## src/rtl/uart_regif_pkg.sv

```systemverilog
package uart_regif_pkg;
  localparam int BYTE_W = 8;

  // address map (host view)
  localparam logic [3:0] A_RXBUF = 4'h0;
  localparam logic [3:0] A_IMASK = 4'h1;
  localparam logic [3:0] A_IDENT = 4'h2;
  localparam logic [3:0] A_LCTRL = 4'h3;
  localparam logic [3:0] A_LSTAT = 4'h5;
  localparam logic [3:0] A_BAUD  = 4'h7;
  localparam logic [3:0] A_TXBUF = 4'h8;

  // interrupt mask bits
  localparam int M_RXRDY = 0;
  localparam int M_TXEMP = 1;
  localparam int M_LERR  = 2;
  localparam int MASK_W  = 3;

  // identification codes
  localparam logic [7:0] ID_NONE  = 8'h01;
  localparam logic [7:0] ID_LERR  = 8'h06;
  localparam logic [7:0] ID_RXRDY = 8'h04;
  localparam logic [7:0] ID_TXEMP = 8'h02;
endpackage

```

## src/rtl/uart_regif_bus.sv

```systemverilog
module uart_regif_bus #(
  parameter int DATA_W = 16
) (
  input  logic              clk,
  input  logic              rst,
  input  logic              cyc_i,
  input  logic              stb_i,
  input  logic              we_i,
  input  logic [DATA_W-1:0] rdata_i,
  output logic              wr_o,
  output logic              rd_o,
  output logic              ack_o,
  output logic [DATA_W-1:0] dat_o
);
  logic take;

  // a new access is taken only while no acknowledge is outstanding
  assign take = cyc_i && stb_i && !ack_o;
  assign wr_o = take && we_i;
  assign rd_o = take && !we_i;

  always_ff @(posedge clk) begin
    if (rst) begin
      ack_o <= 1'b0;
      dat_o <= '0;
    end else begin
      ack_o <= take;
      dat_o <= rd_o ? rdata_i : '0;
    end
  end
endmodule

```

## src/rtl/uart_regif_status.sv

```systemverilog
module uart_regif_status
  import uart_regif_pkg::*;
(
  input  logic              clk,
  input  logic              rst,
  input  logic              thr_wr_i,
  input  logic [BYTE_W-1:0] wbyte_i,
  input  logic              tx_take_i,
  input  logic              rx_valid_i,
  input  logic [BYTE_W-1:0] rx_data_i,
  input  logic              rx_perr_i,
  input  logic              rx_ferr_i,
  input  logic              rbr_rd_i,
  input  logic              lsr_rd_i,
  output logic [BYTE_W-1:0] rbr_o,
  output logic [BYTE_W-1:0] thr_o,
  output logic [BYTE_W-1:0] lsr_o,
  output logic              dr_o,
  output logic              thre_o,
  output logic              lerr_o
);
  logic dr_q, thre_q, oe_q, pe_q, fe_q;
  logic oe_set;

  // a byte landing while the last one is unread, unless that read is happening now
  assign oe_set = rx_valid_i && dr_q && !rbr_rd_i;

  always_ff @(posedge clk) begin
    if (rst) begin
      rbr_o  <= '0;
      thr_o  <= '0;
      dr_q   <= 1'b0;
      thre_q <= 1'b1;
      oe_q   <= 1'b0;
      pe_q   <= 1'b0;
      fe_q   <= 1'b0;
    end else begin
      if (thr_wr_i) begin
        thr_o  <= wbyte_i;
        thre_q <= 1'b0;
      end else if (tx_take_i) begin
        thre_q <= 1'b1;
      end

      if (rx_valid_i) begin
        rbr_o <= rx_data_i;
        dr_q  <= 1'b1;
      end else if (rbr_rd_i) begin
        dr_q  <= 1'b0;
      end

      // fresh events win over the read-to-clear of the same cycle
      oe_q <= (oe_q && !lsr_rd_i) || oe_set;
      pe_q <= (pe_q && !lsr_rd_i) || (rx_valid_i && rx_perr_i);
      fe_q <= (fe_q && !lsr_rd_i) || (rx_valid_i && rx_ferr_i);
    end
  end

  assign lsr_o  = {2'b00, thre_q, 1'b0, fe_q, pe_q, oe_q, dr_q};
  assign dr_o   = dr_q;
  assign thre_o = thre_q;
  assign lerr_o = oe_q || pe_q || fe_q;
endmodule

```

## src/rtl/uart_regif_irq.sv

```systemverilog
module uart_regif_irq
  import uart_regif_pkg::*;
(
  input  logic              clk,
  input  logic              rst,
  input  logic [MASK_W-1:0] mask_i,
  input  logic              dr_i,
  input  logic              thre_i,
  input  logic              lerr_i,
  output logic [BYTE_W-1:0] ident_o,
  output logic              irq_o
);
  logic [MASK_W-1:0] src, live;

  always_comb begin
    src          = '0;
    src[M_RXRDY] = dr_i;
    src[M_TXEMP] = thre_i;
    src[M_LERR]  = lerr_i;
    live         = src & mask_i;
  end

  // fixed precedence: line error, then received data, then transmit room
  always_comb begin
    if (live[M_LERR])       ident_o = ID_LERR;
    else if (live[M_RXRDY]) ident_o = ID_RXRDY;
    else if (live[M_TXEMP]) ident_o = ID_TXEMP;
    else                    ident_o = ID_NONE;
  end

  always_ff @(posedge clk) begin
    if (rst) irq_o <= 1'b0;
    else     irq_o <= |live;
  end
endmodule

```

## src/rtl/uart_regif.sv

```systemverilog
module uart_regif
  import uart_regif_pkg::*;
#(
  parameter int               DATA_W    = 16,
  parameter int               ADDR_W    = 4,
  parameter logic [DATA_W-1:0] DIV_RESET = 16'h0036
) (
  input  logic                     clk,
  input  logic                     rst,
  input  logic                     cyc_i,
  input  logic                     stb_i,
  input  logic                     we_i,
  input  logic [ADDR_W-1:0]        adr_i,
  input  logic [DATA_W/BYTE_W-1:0] sel_i,
  input  logic [DATA_W-1:0]        dat_i,
  output logic [DATA_W-1:0]        dat_o,
  output logic                     ack_o,
  output logic                     irq_o,
  input  logic [BYTE_W-1:0]        rx_data_i,
  input  logic                     rx_valid_i,
  input  logic                     rx_perr_i,
  input  logic                     rx_ferr_i,
  input  logic                     tx_take_i,
  output logic [BYTE_W-1:0]        tx_data_o,
  output logic [BYTE_W-1:0]        lcr_o,
  output logic [DATA_W-1:0]        div_o,
  output logic                     txrdy_n,
  output logic                     rxrdy_n
);
  localparam int LANES = DATA_W / BYTE_W;

  logic              wr, rd;
  logic [DATA_W-1:0] rdata;
  logic [MASK_W-1:0] ier_q;
  logic [BYTE_W-1:0] lcr_q;
  logic [DATA_W-1:0] div_q;
  logic [BYTE_W-1:0] rbr, thr, lsr, ident;
  logic              dr, thre, lerr;
  logic              hit_rx, hit_im, hit_id, hit_lc, hit_ls, hit_bd, hit_tx;

  assign hit_rx = adr_i == ADDR_W'(A_RXBUF);
  assign hit_im = adr_i == ADDR_W'(A_IMASK);
  assign hit_id = adr_i == ADDR_W'(A_IDENT);
  assign hit_lc = adr_i == ADDR_W'(A_LCTRL);
  assign hit_ls = adr_i == ADDR_W'(A_LSTAT);
  assign hit_bd = adr_i == ADDR_W'(A_BAUD);
  assign hit_tx = adr_i == ADDR_W'(A_TXBUF);

  uart_regif_bus #(.DATA_W(DATA_W)) u_bus (
    .clk(clk), .rst(rst), .cyc_i(cyc_i), .stb_i(stb_i), .we_i(we_i),
    .rdata_i(rdata), .wr_o(wr), .rd_o(rd), .ack_o(ack_o), .dat_o(dat_o)
  );

  // byte-wide configuration registers use the low lane only
  always_ff @(posedge clk) begin
    if (rst) begin
      ier_q <= '0;
      lcr_q <= '0;
    end else if (wr && sel_i[0]) begin
      if (hit_im) ier_q <= dat_i[MASK_W-1:0];
      if (hit_lc) lcr_q <= dat_i[BYTE_W-1:0];
    end
  end

  // divisor: one flop group per byte lane
  for (genvar g = 0; g < LANES; g++) begin : g_div_lane
    always_ff @(posedge clk) begin
      if (rst)
        div_q[g*BYTE_W +: BYTE_W] <= DIV_RESET[g*BYTE_W +: BYTE_W];
      else if (wr && hit_bd && sel_i[g])
        div_q[g*BYTE_W +: BYTE_W] <= dat_i[g*BYTE_W +: BYTE_W];
    end
  end

  uart_regif_status u_stat (
    .clk(clk), .rst(rst),
    .thr_wr_i(wr && hit_tx && sel_i[0]), .wbyte_i(dat_i[BYTE_W-1:0]),
    .tx_take_i(tx_take_i),
    .rx_valid_i(rx_valid_i), .rx_data_i(rx_data_i),
    .rx_perr_i(rx_perr_i), .rx_ferr_i(rx_ferr_i),
    .rbr_rd_i(rd && hit_rx), .lsr_rd_i(rd && hit_ls),
    .rbr_o(rbr), .thr_o(thr), .lsr_o(lsr),
    .dr_o(dr), .thre_o(thre), .lerr_o(lerr)
  );

  uart_regif_irq u_irq (
    .clk(clk), .rst(rst), .mask_i(ier_q),
    .dr_i(dr), .thre_i(thre), .lerr_i(lerr),
    .ident_o(ident), .irq_o(irq_o)
  );

  always_comb begin
    rdata = '0;
    if (hit_rx)      rdata = DATA_W'(rbr);
    else if (hit_im) rdata = DATA_W'(ier_q);
    else if (hit_id) rdata = DATA_W'(ident);
    else if (hit_lc) rdata = DATA_W'(lcr_q);
    else if (hit_ls) rdata = DATA_W'(lsr);
    else if (hit_bd) rdata = div_q;
  end

  assign tx_data_o = thr;
  assign lcr_o     = lcr_q;
  assign div_o     = div_q;
  assign txrdy_n   = !thre;
  assign rxrdy_n   = !dr;
endmodule

```

## config.mk

```make
export PLATFORM = sky130hd
export DESIGN_NAME = uart_regif
export DESIGN_NICKNAME = d
export VERILOG_FILES = /design/src/rtl/uart_regif_pkg.sv /design/src/rtl/uart_regif_bus.sv /design/src/rtl/uart_regif_status.sv /design/src/rtl/uart_regif_irq.sv /design/src/rtl/uart_regif.sv
export SDC_FILE = /design/constraint.sdc
export NUM_CORES = 1
export LEC_CHECK = 0
export BUFFER_PORTS_ARGS = -buffer_cell sky130_fd_sc_hd__buf_2
export CAP_MARGIN = 5
export CELL_PAD_IN_SITES_DETAIL_PLACEMENT = 2
export CELL_PAD_IN_SITES_GLOBAL_PLACEMENT = 2
export CORE_MARGIN = 3
export CORE_UTILIZATION = 27
export CTS_BUF_LIST = sky130_fd_sc_hd__clkbuf_16
export DETAILED_ROUTE_END_ITERATION = 8
export GPL_ROUTABILITY_DRIVEN = 0
export GPL_TIMING_DRIVEN = 0
export HOLD_SLACK_MARGIN = 0.06
export PLACE_DENSITY_LB_ADDON = 0.1
export SLEW_MARGIN = 20
export SYNTH_ARGS = -nofsm -noshare
export SYNTH_HDL_FRONTEND = slang
export SYNTH_HIERARCHICAL = 1
export SYNTH_SLANG_ARGS = --single-unit
export TNS_END_PERCENT = 10
```

## constraint.sdc

```tcl
create_clock -name clk -period 1.8 [get_ports clk]
set_input_delay 0.36 -clock clk [delete_from_list [all_inputs] [get_ports clk]]
set_output_delay 0.36 -clock clk [all_outputs]
set_load 0.005 [all_outputs]
```

**Word-level counts from Yosys, hierarchy flattened**

Cells that the tools add are included.

- Register bits after elaboration: 66
- Logic and storage cells: 75

- Equal/unequal tests: 6
- Mux-type cells: 13
- Bitwise gates (word level): 3
- Reduce and logical (&&, ||, !) cells: 38

Operators by type and width:

| cell | number |
|---|---|
| two-way mux 8 bit | 8 |
| logical AND 1 bit | 19 |
| == test 4 x 2 -> 1 bit (second input constant) | 2 |
| == test 4 x 3 -> 1 bit (second input constant) | 2 |
| OR reduction 8 bit | 1 |
| zero test 1 bit | 6 |
| logical OR 1 bit | 5 |
| == test 4 x 1 -> 1 bit (second input constant) | 1 |
| == test 4 bit (second input constant) | 1 |
| zero test 4 bit | 1 |
| two-way mux 1 bit | 4 |
| AND reduction 2 bit | 2 |
| nonzero test 2 bit | 2 |
| bitwise AND 3 bit | 1 |
| OR reduction 3 bit | 1 |
| two-way mux 2 bit | 1 |
| inverter 1 bit | 2 |
| OR reduction 2 bit | 1 |

**Longest topological paths before layout**

- Depth in word-level cells: 9
- Depth in mapped cells: 8
- Mapped depth without buffers: 7

**Cells and area by module**

Netlist, hierarchy kept.

Modules (own cells, without submodules):

| module | instances | cells an instance | area an instance (sq um) | sequential area each (sq um) |
|---|---|---|---|---|
| uart_regif | 1 | 179 | 1542.7 | 540.5 |
| uart_regif_status | 1 | 80 | 812.0 | 420.4 |
| uart_regif_bus | 1 | 41 | 515.5 | 340.3 |
| uart_regif_irq | 1 | 13 | 96.3 | 20.0 |

**Least setup slack after synthesis**

Ideal clock, no wire load.

- Path type: in2reg
- Start point: input port stb_i
- End point: register lcr_q[0] (netlist: lcr_o[0])
- Library setup time: 128 ps
- Arrival: 1591 ps
- Required time: 1672 ps
- Path slack: 81 ps
- Stages: 8
- Buffers on the path: 2
- Cell sequence: and3b_1 > buf_6 > buf_8 > and2_1 > nand2_1 > nor3_4 > mux2i_1 > nor2_1

- Cells in the longest elaborated chain, start to end: 5

Ends and longest elaborated chain:

| item | line | source |
|---|---|---|
| start, declared | uart_regif.sv:11 | `input logic stb_i,` |
| logical AND 1 bit (2 in series) | uart_regif_bus.sv:18 | `assign take = cyc_i && stb_i && !ack_o;` |
| logical AND 1 bit | uart_regif_bus.sv:19 | `assign wr_o = take && we_i;` |
| net wr | uart_regif.sv:32 | `logic wr, rd;` |
| logical AND 1 bit | uart_regif.sv:59 | `end else if (wr && sel_i[0]) begin` |
| AND reduction 2 bit (no line) | - |  |
| end signal, assigned | uart_regif.sv:61 | `if (hit_lc) lcr_q <= dat_i[BYTE_W-1:0];` |
| end, declared | uart_regif.sv:35 | `logic [BYTE_W-1:0] lcr_q;` |

The timed path passes the listed nets, and every way through them passes these cells.
A chain may end at the register's enable or synchronous reset.

**Worst setup path in the final report**

- Start point: register u_stat.fe_q
- End point: register u_bus.dat_o[0]

- Cells in the longest elaborated chain, start to end: 6

Ends and longest elaborated chain:

| item | line | source |
|---|---|---|
| start, declared | uart_regif_status.sv:22 | `logic dr_q, thre_q, oe_q, pe_q, fe_q;` |
| start signal, assigned | uart_regif_status.sv:55 | `fe_q <= (fe_q && !lsr_rd_i) \|\| (rx_valid_i && rx_ferr_i);` |
| logical OR 1 bit | uart_regif_status.sv:62 | `assign lerr_o = oe_q \|\| pe_q \|\| fe_q;` |
| net lerr | uart_regif.sv:38 | `logic dr, thre, lerr;` |
| bitwise AND 3 bit | uart_regif_irq.sv:20 | `live = src & mask_i;` |
| two-way mux 8 bit | uart_regif_irq.sv:25 | `if (live[M_LERR]) ident_o = ID_LERR;` |
| net ident[0] | uart_regif.sv:37 | `logic [BYTE_W-1:0] rbr, thr, lsr, ident;` |
| two-way mux 8 bit | uart_regif.sv:96 | `else if (hit_id) rdata = DATA_W'(ident);` |
| two-way mux 8 bit | uart_regif.sv:95 | `else if (hit_im) rdata = DATA_W'(ier_q);` |
| two-way mux 8 bit | uart_regif.sv:94 | `if (hit_rx) rdata = DATA_W'(rbr);` |
| net rdata[0] | uart_regif.sv:33 | `logic [DATA_W-1:0] rdata;` |
| end signal, assigned | uart_regif_bus.sv:28 | `dat_o <= rd_o ? rdata_i : '0;` |
| end, declared | uart_regif_bus.sv:13 | `output logic [DATA_W-1:0] dat_o` |

The timed path passes the listed nets, and every way through them passes these cells.

==> results summary <==
The slew at the pin closest to its max-slew limit came out at 0.581 ns. The final antenna diode count came out at 0. The number of placed instances, taps included came out at 545. Setup repair after global routing could not meet its margin everywhere.

In this run, CTS created clock tree buffers numbering 9. The routed length per instance is 17.3 um. The instance count of the mapped netlist came out at 313. The number of non-filler instances in the completed layout is 566. The routed via count is 2,676. The via count of the first global-routing pass came to 2,951. 91 I/O pins were placed.

The floorplan step defined a die boundary enclosing 12,300 um^2. The number of warning messages in the yosys log is 6. The final-layout fill cell count came out at 1,161. The deepest level of the CTS H-tree came out at 3. The first global-routing pass estimated 16,000 um of wire. The number of iterations in the first detailed-routing pass came out at 4. Of the cells placed in the final design, the portion with a size suffix greater than 1 is 39.3%. The startpoint kind of the worst setup timing path is a flip-flop. The arrival time at the worst endpoint is 2.07 ns. The final number of setup-violating endpoints came out at 1. The worst setup slack after placement is -0.404 ns. The core region area is 10,500 um^2. The final critical delay including setup and external delays is 1.80 ns.

The routed via count divided by cell count is 4.73. The worst setup skew after layout came out at 0.00848 ns. In this run the worst path has a maximum fanout of 3.

The cell type with the largest total area after synthesis is sky130_fd_sc_hd__dfxtp_1. The root buffer cell is sky130_fd_sc_hd__clkbuf_16. The die is 111 um wide.

The initialized floorplan defines 37 standard-cell rows. The worst path setup slack after routing came out at -0.00464 ns. The number of clock sinks seen by CTS came out at 66. The cell area after layout came out at 3980 um^2.

After detailed routing, the total wire length is 9820 um. The net total in the final layout is 464. The synthesized design contains 66 register bits. The final hold violation count is 0. The total track usage came out at 16.2%. The final reports fail on negative setup slack. The tool flagged a number of max-cap violations equal to 0. Walking the worst path, the cells encountered are or3_4 -> a222oi_1 -> a21oi_1 -> o32a_2 -> o21ai_2 -> and3_1.

The slowest library cell on the worst path is sky130_fd_sc_hd__a222oi_1. The data required time of the worst path came out at 2.07 ns. By area the synthesized netlist is led by sky130_fd_sc_hd__dfxtp_1 (45%), sky130_fd_sc_hd__mux2i_1 (13%), sky130_fd_sc_hd__nor2_1 (5.7%). TritonCTS built the clock tree.

The synthesized netlist occupies a cell area of 2970 um^2. The clock insertion delay at the later pin of the skew report came out at 0.33 ns. The top achievable clock speed came out at 0.554 GHz. The nature of the critical path endpoint is a flip-flop.

The remaining max-slew budget at the tightest pin is 61.3%. No sink is reached through more buffers than the 2 on the longest clock path. The sequential fraction of the synthesis area is 44.5%. The leakage power total is 0.00188 uW. The run finished, with violations left. A synthesized cell averages 9.48 um^2. The global-route congestion overflow total is 0. In this run the cell area measured after placement is 3610 um^2. The effective utilization at floorplan is 28.2%. The clock transition at the registers of the reported paths is 0.06 ns.

The largest net degree at the start of global routing came out at 13. The floorplan die height came out at 111 um. The hold buffer count at CTS is 0. The delay of the slowest cell on the worst path came out at 0.40 ns.

The class of the most critical hold timing path is input port to flip-flop. The area added between synthesis and finish is 34.2%. The area share of the leading cell type in the synthesized netlist came out at 44.5%. The final cycle utilization of the critical path is 100%. The critical path in this run is classified as flip-flop to flip-flop. The initial antenna violation count is 0. The number of DRC markers in iteration 0 came out at 117.

After detailed routing, the number of remaining DRC violations is 0. The tightest hold margin is 0.269 ns. The number of port buffers came out at 90.

The power density over cell area is 892 nW/um^2. The synthesized netlist contains 45 unique library cells. The accumulated negative setup slack is -0.00464 ns.

Once detail routing completed, the nets flagged for antenna violations numbered 0. The peak ir drop on the vdd network is 0.000345 V. The number of pins with negative max-slew slack in the final report is 0. After legalization and detailed placement, the total HPWL measured 7400 um.
cell families (layout without fill, tap and decap cells):
logic type,count (synthesis),in the layout,synth area share (%)
other cells,2,8,0.253
compound gates,45,45,10.2
mux,44,44,15.1
buf+inv,36,147,8.43
simple gates,120,120,21.5
flops,66,66,44.5
cell usage in the layout (no fill, tap or decap), drive strengths merged, types with 2 or more instances in the layout:
cell	netlist	final
buf	27	121
dfxtp	66	66
nor2	46	46
mux2i	39	39
and3	19	19
a21oi	17	17
clkbuf	6	16
nand2	15	15
and2	10	10
nor2b	8	8
conb	2	8
o21ai	7	7
mux2	5	5
nand2b	5	5
a211o	4	4
inv	3	4
and2b	4	4
clkinv	0	4
a32oi	3	3
o32a	3	3
nand4	3	3
o31ai	3	3
nor3	3	3
a31oi	2	2
a22o	2	2
or3	2	2
per-stage QoR:
step                utilization [%]  total power, uW
finish                         37.9             3550
global placement               34.3             1810
detailed placement             34.3             1810
floorplan                         -             1690
global route                   37.9             3690
CTS                            37.6             3590
cell type report:
cell class                      count  area, um^2  area share (%)
Sequential cell                    66        1330            33.3
Buffer                             32         231            5.81
Inverter                            3        11.3           0.283
Timing Repair Buffer               96         508            12.8
Clock buffer                        9         225            5.66
Clock inverter                      7        68.8            1.73
Multi-Input combinational cell    217        1440            36.2
Tap cell                          136         170            4.27
worst paths after layout:
check,start,endpoint,slack (ns),depth (start not counted)
max,u_stat/fe_q$_SDFF_PP0_,u_bus/dat_o[0]$_SDFF_PP0_,-0.005,6
min,rx_data_i[5],u_stat/rbr_o[5]$_SDFFE_PP0P_,0.27,3
min reg2reg,u_stat/thr_o[6]$_SDFFE_PP0P_,u_stat/thr_o[6]$_SDFFE_PP0P_,0.50,2
max reg2reg,u_stat/fe_q$_SDFF_PP0_,u_bus/dat_o[0]$_SDFF_PP0_,-0.005,6
cell usage after synthesis (all sizes together):
master  instances
mux2i          39
nor2b           8
or2             1
a21oi          17
nor2           46
or3b            1
clkbuf          6
nand2          15
inv             3
nand4           3
a211o           4
and2b           4
a31oi           2
conb            2
o32a            3
o21bai          1
nor3            3
o21ai           7
o31ai           3
and3           19
a22o            2
and2           10
and4            1
buf            27
nand2b          5
a32oi           3
a32o            1
and3b           1
and4b           1
or3             2
a222oi          1
a21o            1
dfxtp          66
mux2            5
where the power goes:
part | total (uW) | switching (uW) | internal [uW]
Combinational | 300 | 161 | 139
Sequential | 1500 | 16.0 | 1480
Clock | 1750 | 683 | 1070
Total | 3550 | 860 | 2690
per-layer routing:
metal | GRT usage (%) | up-vias | share of wire (%)
met2 | 27.7 | 70 | 47
li1 | - | 1291 | -
met5 | 0 | - | 0
met3 | 3.44 | 9 | 4.7
met4 | 4.19 | 0 | 1.0
met1 | 20.8 | 1306 | 47
flip-flops by register name (all words and copies together), names as in the netlist:
register,count
div_o,16
u_bus/dat_o,16
lcr_o,8
u_stat/rbr_o,8
u_stat/thr_o,8
ier_q,3
u_bus/ack_o,1
u_irq/irq_o,1
u_stat/dr_o,1
u_stat/fe_q,1
u_stat/oe_q,1
u_stat/pe_q,1
u_stat/thre_o,1
worst max-delay path, delay by kind of cell (launching register included):
family           cells  cell delay [ns]
AO/OA/AOI/OAI        4             0.86
flip-flops           1             0.33
AND/OR/NAND/NOR      2             0.55
timing repair:
action | 4_1_cts | 5_1_grt
setup buffers | 3 | 3
resized for setup | 5 | 10
gates cloned | 0 | 0
setup endpoints to repair | 34 | 33
pin swaps | 2 | 8
Note: power is estimated with default switching activity, not from simulation.
